[src/rtl/seg_ea_pkg.sv]
package seg_ea_pkg;
  localparam int unsigned OFS_W     = 16;
  localparam int unsigned SEG_SHIFT = 4;
  localparam int unsigned PHYS_W    = OFS_W + SEG_SHIFT;
  localparam int unsigned MAX_TERMS = 3;
  localparam int unsigned TCNT_W    = $clog2(MAX_TERMS + 1);
  localparam int unsigned SHORT_W   = 8;

  typedef enum logic [1:0] {
    SEG_ES = 2'd0,
    SEG_CS = 2'd1,
    SEG_SS = 2'd2,
    SEG_DS = 2'd3
  } seg_code_e;

  typedef enum logic [1:0] {
    BASE_NONE = 2'd0,
    BASE_BX   = 2'd1,
    BASE_BP   = 2'd2,
    BASE_BAD  = 2'd3
  } base_sel_e;

  typedef enum logic [1:0] {
    IDX_NONE = 2'd0,
    IDX_SI   = 2'd1,
    IDX_DI   = 2'd2,
    IDX_BAD  = 2'd3
  } idx_sel_e;
endpackage

[src/rtl/seg_mode_decode.sv]
// Mode decode: legality, term count, BP usage and the packed list of terms
// (present terms first, in base, index, displacement order).
module seg_mode_decode
  import seg_ea_pkg::*;
#(
  parameter int unsigned OW = OFS_W,
  parameter int unsigned SW = SHORT_W,
  parameter int unsigned CW = TCNT_W
) (
  input  logic [1:0]                  base_sel,
  input  logic [1:0]                  idx_sel,
  input  logic                        disp_en,
  input  logic                        disp_wide,
  input  logic [OW-1:0]               disp,
  input  logic [OW-1:0]               bx,
  input  logic [OW-1:0]               bp,
  input  logic [OW-1:0]               si,
  input  logic [OW-1:0]               di,
  output logic                        legal,
  output logic                        uses_bp,
  output logic [CW-1:0]               term_cnt,
  output logic [MAX_TERMS-1:0][OW-1:0] terms
);
  base_sel_e base_e;
  idx_sel_e  idx_e;
  logic [OW-1:0] base_val;
  logic [OW-1:0] idx_val;
  logic [OW-1:0] disp_val;
  logic          disp_only;
  logic [MAX_TERMS-1:0]          present;
  logic [MAX_TERMS-1:0][OW-1:0]  raw;

  assign base_e = base_sel_e'(base_sel);
  assign idx_e  = idx_sel_e'(idx_sel);

  always_comb begin
    unique case (base_e)
      BASE_BX: base_val = bx;
      BASE_BP: base_val = bp;
      default: base_val = '0;
    endcase
  end

  always_comb begin
    unique case (idx_e)
      IDX_SI:  idx_val = si;
      IDX_DI:  idx_val = di;
      default: idx_val = '0;
    endcase
  end

  // A lone displacement is a full unsigned offset; otherwise a short one is sign-extended
  assign disp_only = disp_en && (base_e == BASE_NONE) && (idx_e == IDX_NONE);
  assign disp_val  = (disp_only || disp_wide) ? disp
                   : {{(OW-SW){disp[SW-1]}}, disp[SW-1:0]};

  assign present[0] = (base_e == BASE_BX) || (base_e == BASE_BP);
  assign present[1] = (idx_e == IDX_SI) || (idx_e == IDX_DI);
  assign present[2] = disp_en;
  assign raw[0]     = base_val;
  assign raw[1]     = idx_val;
  assign raw[2]     = disp_val;

  always_comb begin
    logic [CW-1:0] slot;
    terms = '0;
    slot  = '0;
    for (int i = 0; i < MAX_TERMS; i++) begin
      if (present[i]) begin
        terms[slot] = raw[i];
        slot        = slot + CW'(1);
      end
    end
    term_cnt = slot;
  end

  assign legal   = (base_e != BASE_BAD) && (idx_e != IDX_BAD) && (|present);
  assign uses_bp = (base_e == BASE_BP);
endmodule

[src/rtl/seg_select.sv]
// Segment choice: override first, else stack segment for BP modes, else data segment.
module seg_select
  import seg_ea_pkg::*;
#(
  parameter int unsigned OW = OFS_W
) (
  input  logic          ovr_en,
  input  logic [1:0]    ovr_sel,
  input  logic          uses_bp,
  input  logic [OW-1:0] es,
  input  logic [OW-1:0] cs,
  input  logic [OW-1:0] ss,
  input  logic [OW-1:0] ds,
  output seg_code_e     seg_code,
  output logic [OW-1:0] seg_val
);
  logic [3:0][OW-1:0] bank;

  assign bank = {ds, ss, cs, es};

  always_comb begin
    if (ovr_en)       seg_code = seg_code_e'(ovr_sel);
    else if (uses_bp) seg_code = SEG_SS;
    else              seg_code = SEG_DS;
  end

  assign seg_val = bank[seg_code];
endmodule

[src/rtl/seg_ea_accum.sv]
// Multi-cycle accumulation: one term per cycle, result registers updated on completion.
module seg_ea_accum
  import seg_ea_pkg::*;
#(
  parameter int unsigned OW = OFS_W,
  parameter int unsigned SH = SEG_SHIFT,
  parameter int unsigned CW = TCNT_W,
  parameter int unsigned PW = OW + SH
) (
  input  logic                         clk,
  input  logic                         rst_n,
  input  logic                         start,
  input  logic                         reject,
  input  logic [MAX_TERMS-1:0][OW-1:0] terms,
  input  logic [CW-1:0]                term_cnt,
  input  seg_code_e                    seg_code,
  input  logic [OW-1:0]                seg_val,
  output logic                         busy,
  output logic [OW-1:0]                ea,
  output logic [1:0]                   seg,
  output logic [PW-1:0]                pa,
  output logic                         valid,
  output logic                         illegal
);
  localparam int unsigned RN = MAX_TERMS - 1;

  logic                   busy_q, busy_d;
  logic [CW-1:0]          left_q, left_d;
  logic [OW-1:0]          acc_q, acc_d;
  logic [RN-1:0][OW-1:0]  rem_q, rem_d;
  logic [OW-1:0]          segv_q;
  seg_code_e              segc_q;
  logic                   hold_en;
  logic                   acc_en;

  logic                   fin;
  logic [OW-1:0]          fin_ea;
  logic [OW-1:0]          fin_segv;
  seg_code_e              fin_segc;
  logic [PW-1:0]          fin_pa;
  logic [OW-1:0]          sum;

  logic [OW-1:0]          ea_q;
  logic [PW-1:0]          pa_q;
  seg_code_e              segc_out_q;
  logic                   valid_q, illeg_q;

  // next-state
  always_comb begin
    busy_d   = busy_q;
    left_d   = left_q;
    acc_d    = acc_q;
    rem_d    = rem_q;
    hold_en  = 1'b0;
    fin      = 1'b0;
    fin_ea   = acc_q;
    fin_segv = segv_q;
    fin_segc = segc_q;
    sum      = acc_q + rem_q[0];
    if (start) begin
      if (term_cnt == CW'(1)) begin
        fin      = 1'b1;
        fin_ea   = terms[0];
        fin_segv = seg_val;
        fin_segc = seg_code;
      end else begin
        hold_en = 1'b1;
        busy_d  = 1'b1;
        acc_d   = terms[0];
        for (int i = 0; i < RN; i++) rem_d[i] = terms[i+1];
        left_d  = term_cnt - CW'(1);
      end
    end else if (busy_q) begin
      if (left_q == CW'(1)) begin
        fin    = 1'b1;
        fin_ea = sum;
        busy_d = 1'b0;
        left_d = '0;
      end else begin
        acc_d = sum;
        for (int i = 0; i < RN - 1; i++) rem_d[i] = rem_q[i+1];
        rem_d[RN-1] = '0;
        left_d = left_q - CW'(1);
      end
    end
    fin_pa = {fin_segv, {SH{1'b0}}} + PW'(fin_ea);
  end

  assign acc_en = start || busy_q;

  // control and result registers
  always_ff @(posedge clk or negedge rst_n) begin
    if (!rst_n) begin
      busy_q     <= 1'b0;
      left_q     <= '0;
      valid_q    <= 1'b0;
      illeg_q    <= 1'b0;
      ea_q       <= '0;
      pa_q       <= '0;
      segc_out_q <= SEG_ES;
    end else begin
      busy_q  <= busy_d;
      left_q  <= left_d;
      valid_q <= fin;
      illeg_q <= reject;
      if (fin) begin
        ea_q       <= fin_ea;
        pa_q       <= fin_pa;
        segc_out_q <= fin_segc;
      end
    end
  end

  // operand holding registers (datapath, no reset)
  always_ff @(posedge clk) begin
    if (acc_en) begin
      acc_q <= acc_d;
      rem_q <= rem_d;
    end
    if (hold_en) begin
      segv_q <= seg_val;
      segc_q <= seg_code;
    end
  end

  assign busy    = busy_q;
  assign ea      = ea_q;
  assign pa      = pa_q;
  assign seg     = segc_out_q;
  assign valid   = valid_q;
  assign illegal = illeg_q;
endmodule

[src/rtl/seg_ea_gen.sv]
module seg_ea_gen
  import seg_ea_pkg::*;
#(
  parameter int unsigned OW = OFS_W,
  parameter int unsigned SH = SEG_SHIFT,
  parameter int unsigned PW = OW + SH
) (
  input  logic          clk,
  input  logic          rst_n,
  input  logic          req_i,
  input  logic [1:0]    base_sel_i,
  input  logic [1:0]    idx_sel_i,
  input  logic          disp_en_i,
  input  logic          disp_wide_i,
  input  logic [OW-1:0] disp_i,
  input  logic [OW-1:0] bx_i,
  input  logic [OW-1:0] bp_i,
  input  logic [OW-1:0] si_i,
  input  logic [OW-1:0] di_i,
  input  logic [OW-1:0] es_i,
  input  logic [OW-1:0] cs_i,
  input  logic [OW-1:0] ss_i,
  input  logic [OW-1:0] ds_i,
  input  logic          ovr_en_i,
  input  logic [1:0]    ovr_sel_i,
  output logic [OW-1:0] ea_o,
  output logic [1:0]    seg_o,
  output logic [PW-1:0] pa_o,
  output logic          illegal_o,
  output logic          valid_o
);
  logic                          legal_w;
  logic                          uses_bp_w;
  logic [TCNT_W-1:0]             cnt_w;
  logic [MAX_TERMS-1:0][OW-1:0]  terms_w;
  seg_code_e                     segc_w;
  logic [OW-1:0]                 segv_w;
  logic                          busy_w;
  logic                          take_w;
  logic                          start_w;
  logic                          reject_w;

  assign take_w   = req_i && !busy_w;
  assign start_w  = take_w && legal_w;
  assign reject_w = take_w && !legal_w;

  seg_mode_decode #(.OW(OW), .SW(SHORT_W), .CW(TCNT_W)) u_dec (
    .base_sel  (base_sel_i),
    .idx_sel   (idx_sel_i),
    .disp_en   (disp_en_i),
    .disp_wide (disp_wide_i),
    .disp      (disp_i),
    .bx        (bx_i),
    .bp        (bp_i),
    .si        (si_i),
    .di        (di_i),
    .legal     (legal_w),
    .uses_bp   (uses_bp_w),
    .term_cnt  (cnt_w),
    .terms     (terms_w)
  );

  seg_select #(.OW(OW)) u_seg (
    .ovr_en   (ovr_en_i),
    .ovr_sel  (ovr_sel_i),
    .uses_bp  (uses_bp_w),
    .es       (es_i),
    .cs       (cs_i),
    .ss       (ss_i),
    .ds       (ds_i),
    .seg_code (segc_w),
    .seg_val  (segv_w)
  );

  seg_ea_accum #(.OW(OW), .SH(SH), .CW(TCNT_W), .PW(PW)) u_acc (
    .clk      (clk),
    .rst_n    (rst_n),
    .start    (start_w),
    .reject   (reject_w),
    .terms    (terms_w),
    .term_cnt (cnt_w),
    .seg_code (segc_w),
    .seg_val  (segv_w),
    .busy     (busy_w),
    .ea       (ea_o),
    .seg      (seg_o),
    .pa       (pa_o),
    .valid    (valid_o),
    .illegal  (illegal_o)
  );
endmodule

[config.mk]
export PLATFORM = sky130hd
export DESIGN_NAME = seg_ea_gen
export DESIGN_NICKNAME = d
export VERILOG_FILES = /design/src/rtl/seg_ea_pkg.sv /design/src/rtl/seg_mode_decode.sv /design/src/rtl/seg_select.sv /design/src/rtl/seg_ea_accum.sv /design/src/rtl/seg_ea_gen.sv
export SDC_FILE = /design/constraint.sdc
export NUM_CORES = 1
export LEC_CHECK = 0
export BUFFER_PORTS_ARGS = -buffer_cell sky130_fd_sc_hd__buf_4
export CORE_ASPECT_RATIO = 1.1
export CORE_MARGIN = 2
export CORE_UTILIZATION = 50
export DETAILED_ROUTE_END_ITERATION = 8
export PLACE_DENSITY = 0.84
export SKIP_LAST_GASP = 1
export SLEW_MARGIN = 20
export SYNTH_ARGS = -nofsm -noshare
export SYNTH_HDL_FRONTEND = slang
export SYNTH_HIERARCHICAL = 1
export SYNTH_SLANG_ARGS = --single-unit
[constraint.sdc]
create_clock -name clk -period 4.6 [get_ports clk]
set_input_delay 0 -clock clk [delete_from_list [all_inputs] [get_ports clk]]
set_output_delay 0 -clock clk [all_outputs]
set_load 0.02 [all_outputs]
==> flow_metrics.env <==
export IMPL_status="finished, final reports clean"
export IMPL_detailedPlacementHpwl_microns=16300
export IMPL_drt_iter0_drc=570
export IMPL_vias=7001
export IMPL_yosys_warnings=6
export IMPL_worst_ep_required_time_ns=4.87
export IMPL_first_global_vias=6801
export IMPL_critPathMaxFanout=4
export IMPL_timing_hold_worst_class="in2reg"
export IMPL_setup_bufs_post_cts=0
export IMPL_clock_tree_root_cell="sky130_fd_sc_hd__clkbuf_16"
export IMPL_setup_viol_count_final=0
export IMPL_rsz0062_at_grt="true"
export IMPL_grt_antenna_before_repair=0
export IMPL_layout_worst_path_cycle_share=0.962
export IMPL_ys_seq_area_frac=0.374
export IMPL_tritoncts="built"
export IMPL_hold_path_cell_count=2
export IMPL_route_final_wire_length_microns=20700
export IMPL_worst_slack_ns=0.176
export IMPL_clock_skew_ns=0.0114
export IMPL_routed_via_density=5.74
export IMPL_ys_ff_latch=105
export IMPL_criticalPathCategory="reg2reg"
export IMPL_power_frac_comb=0.599
export IMPL_hold_ws_ns=0.0481
export IMPL_finalSetupTns_ns=0
export IMPL_worst_r2r_setup_slack_ns=0.18
export IMPL_max_clock_freq_mhz=226
export IMPL_asyncSetResetFlopFracSynth=0.371
export IMPL_worstReg2RegEnd="u_acc/pa[19]"
export IMPL_pre_cts_ws_ns=0.171
export IMPL_htreeDepth=3
export IMPL_seq_power_share=0.278
export IMPL_hold_end="u_acc/segc_q[1]"
export IMPL_area_growth_pct=24.8
export IMPL_critical_path_startpoint="u_acc/acc_q[1]"
export IMPL_chipHeight_microns=136
export IMPL_synth_enable_flop_cells=66
export IMPL_cap_viol_max_count=0
export IMPL_slew_headroom=0.458
export IMPL_port_buffer_count=195
export IMPL_ys_types=76
export IMPL_fp_dieW_microns=124
export IMPL_grt_ovfl_total=0
export IMPL_critical_path_launch_point_type="flip-flop"
export IMPL_p_total_mw=6.21
export IMPL_power_switching_share=0.440
export IMPL_syn_instance_count=841
export IMPL_power_ir_vdd_worst_uv=292
export IMPL_numPlacedInstances=1202
export IMPL_finalHoldViolations=0
export IMPL_most_common_library_cell_in_the_layout_ignoring_fill_and_taps="sky130_fd_sc_hd__buf_4"
export IMPL_reported_net_switching_power_mw=2.73
export IMPL_worst_r2r_path_cells=17
export IMPL_detail_route_antenna_nets=0
export IMPL_drc=0
export IMPL_layout_cells_most_common_list="sky130_fd_sc_hd__buf_4 (222), sky130_fd_sc_hd__nand2_1 (119), sky130_fd_sc_hd__edfxtp_1 (66)"
export IMPL_top_level_ports=196
export IMPL_dieArea_sq_um=16800
export IMPL_cell_row_count=48
export IMPL_min_clock_period_post_route_ns=4.42
export IMPL_placeableCoreArea_sq_um=15600
export IMPL_total_nets_after_synthesis=1039
export IMPL_finalWeightedCongestion=0.941
export IMPL_layout_nets=1213
export IMPL_clkTransAtPathRegs_ns=0.08
export IMPL_cell_internal_pwr_mw=3.48
export IMPL_wl_per_cell_microns=16.9
export IMPL_arrival_ns=4.69
export IMPL_insertion_delay_of_the_later_clocked_pin_in_the_worst_skew_pair_ns=0.35
export IMPL_clockPowerShare=0.123
export IMPL_largest_net_degree_at_the_start_of_global_routing=73
export IMPL_max_slew_worst_pin_slew_ns=0.813
export IMPL_initial_utilization=0.508
export IMPL_final_core_util=0.634
export IMPL_number_of_max_slew_violations_in_the_final_report=0
export IMPL_global_route_wire_length_before_repair_microns=32700
export IMPL_crit_path_end_kind="flip-flop"
export IMPL_postPlaceCellArea_sq_um=9510
export IMPL_ctsLongestPathBuffers=2
export IMPL_layout_cells_sized_above_1=0.292
export IMPL_1st_pass_router_iterations=7
export IMPL_clock_sinks=105
export IMPL_final_design_area_no_fill_sq_um=9860
export IMPL_post_synth_cell_area_avg_sq_um=9.39
export IMPL_tritoncts_num_buffers=9
export IMPL_cellPowerDensity_nw_per_um2=629
export IMPL_critical_register_to_register_path_startpoint="u_acc/acc_q[1]"
export IMPL_diodes=0
export IMPL_dominantRegCellSynth="sky130_fd_sc_hd__edfxtp_1"
export IMPL_track_usage=0.246
export IMPL_finish_cell_count_without_fillers=1220
export IMPL_post_synth_instance_area_sq_um=7900
export IMPL_min_from="ovr_sel_i[1]"
export IMPL_leakage_nw=4.47
-- cells by family (layout without fill, tap and decap cells) --
family,after synthesis,count (layout),synth area share
simple gates,260,260,0.155
compound gates,225,225,0.194
flops,105,105,0.374
buf+inv,92,271,0.0562
mux,87,87,0.119
fa+ha+maj,42,42,0.0684
xor+xnor,30,30,0.0333
-- critical path, cell delays in order (launching register included) --
cell and delay (ns):
sky130_fd_sc_hd__edfxtp_1 0.41, sky130_fd_sc_hd__ha_1 0.34, sky130_fd_sc_hd__a211oi_2 0.24, sky130_fd_sc_hd__o211a_1 0.26
sky130_fd_sc_hd__nor2_1 0.08, sky130_fd_sc_hd__or2_2 0.33, sky130_fd_sc_hd__a21o_1 0.19, sky130_fd_sc_hd__a21o_1 0.19
sky130_fd_sc_hd__a21o_1 0.19, sky130_fd_sc_hd__a21oi_1 0.19, sky130_fd_sc_hd__xnor2_1 0.18, sky130_fd_sc_hd__a21oi_1 0.15
sky130_fd_sc_hd__ha_2 0.42, sky130_fd_sc_hd__nand3_1 0.11, sky130_fd_sc_hd__or4_4 0.54, sky130_fd_sc_hd__o21ai_4 0.17
sky130_fd_sc_hd__xnor2_1 0.10, sky130_fd_sc_hd__a221oi_2 0.25
-- sequential cells by signal, summed over array words and instances (netlist names) --
name / flops
u_acc/seg: 2
u_acc/acc_q: 16
u_acc/illegal: 1
u_acc/segv_q: 16
u_acc/pa: 16
u_acc/busy: 1
u_acc/left_q: 2
u_acc/valid: 1
u_acc/segc_q: 2
u_acc/ea: 16
u_acc/rem_q: 32
-- power by group through the flow --
stage / Combinational, mW / Clock, mW / Sequential, mW
final: 3.72 / 0.766 / 1.72
after floorplan: 2.43 / 0 / 1.88
after global placement: 3.52 / 0 / 1.72
after CTS: 3.63 / 0.778 / 1.73
after detailed placement: 3.60 / 0 / 1.74
after global routing: 4.07 / 0.813 / 1.76
-- Yosys cell counts (4+ instances only) --
cell type                  instances  share of area
sky130_fd_sc_hd__buf_4             8         0.0076
sky130_fd_sc_hd__a21o_1           10         0.0095
sky130_fd_sc_hd__and3_1           12         0.0095
sky130_fd_sc_hd__mux2_2           19          0.027
sky130_fd_sc_hd__xor2_1            8         0.0089
sky130_fd_sc_hd__nand2_1         119          0.057
sky130_fd_sc_hd__ha_1             40          0.063
sky130_fd_sc_hd__dfrtp_1          39           0.12
sky130_fd_sc_hd__or2_2             4         0.0032
sky130_fd_sc_hd__o21ai_0          51          0.032
sky130_fd_sc_hd__a22o_1           24          0.027
sky130_fd_sc_hd__o21bai_1          4         0.0038
sky130_fd_sc_hd__nor2_1           54          0.026
sky130_fd_sc_hd__or3_1             4         0.0032
sky130_fd_sc_hd__edfxtp_1         66           0.25
sky130_fd_sc_hd__buf_2            14         0.0089
sky130_fd_sc_hd__nand4_1           4         0.0032
sky130_fd_sc_hd__mux2i_2           8          0.014
sky130_fd_sc_hd__and2_1           20          0.016
sky130_fd_sc_hd__buf_6             5         0.0071
sky130_fd_sc_hd__o31ai_1          13          0.012
sky130_fd_sc_hd__clkbuf_1         28          0.013
sky130_fd_sc_hd__a22oi_1           7         0.0067
sky130_fd_sc_hd__a221oi_1          9          0.010
sky130_fd_sc_hd__xnor2_1          22          0.024
sky130_fd_sc_hd__o211ai_1          4         0.0038
sky130_fd_sc_hd__a211oi_1          8         0.0076
sky130_fd_sc_hd__a31oi_1           5         0.0040
sky130_fd_sc_hd__mux2i_1          59          0.075
sky130_fd_sc_hd__nand3_1          12         0.0076
sky130_fd_sc_hd__nor3_1            8         0.0051
sky130_fd_sc_hd__a21oi_1          47          0.030
sky130_fd_sc_hd__inv_1            29          0.014
sky130_fd_sc_hd__o22ai_1          22          0.017
-- layout make-up --
type / instances / area (sq um)
Sequential cell: 105 / 2960
Fill cell: 1270 / 5690
Clock buffer: 11 / 253
Timing Repair Buffer: 224 / 1690
Inverter: 31 / 116
Multi-Input combinational cell: 644 / 4550
Clock inverter: 5 / 46.3
Tap cell: 200 / 250
-- per-layer routing --
| metal | wire (microns) | track usage | vias to the layer above |
|---|---|---|---|
| met1 | 8660 | 0.322 | 3277 |
| met4 | 488 | 0.0758 | 0 |
| li1 | - | - | 3412 |
| met5 | 0 | 0 | - |
| met3 | 1340 | 0.0415 | 30 |
| met2 | 10200 | 0.415 | 282 |
-- repair_timing --
| action | in CTS | in global routing |
|---|---|---|
| setup endpoints to repair | 0 | 3 |
| gates resized for setup | 0 | 8 |
| hold endpoints to repair | 40 | 0 |
| hold buffers | 2 | 0 |
-- worst max path at each step --
| stage | endpoint | slack [ns] | cells past startpoint |
|---|---|---|---|
| floorplan | u_acc/acc_q[0] | 0.16 | 11 |
| global placement | u_acc/pa[19] | 0.20 | 17 |
| detailed placement | u_acc/pa[19] | 0.17 | 17 |
| CTS | u_acc/pa[19] | 0.04 | 17 |
| global route | u_acc/pa[18] | -0.02 | 20 |
| finish | u_acc/pa[19] | 0.18 | 17 |
Note: power is estimated with default switching activity, not from simulation.
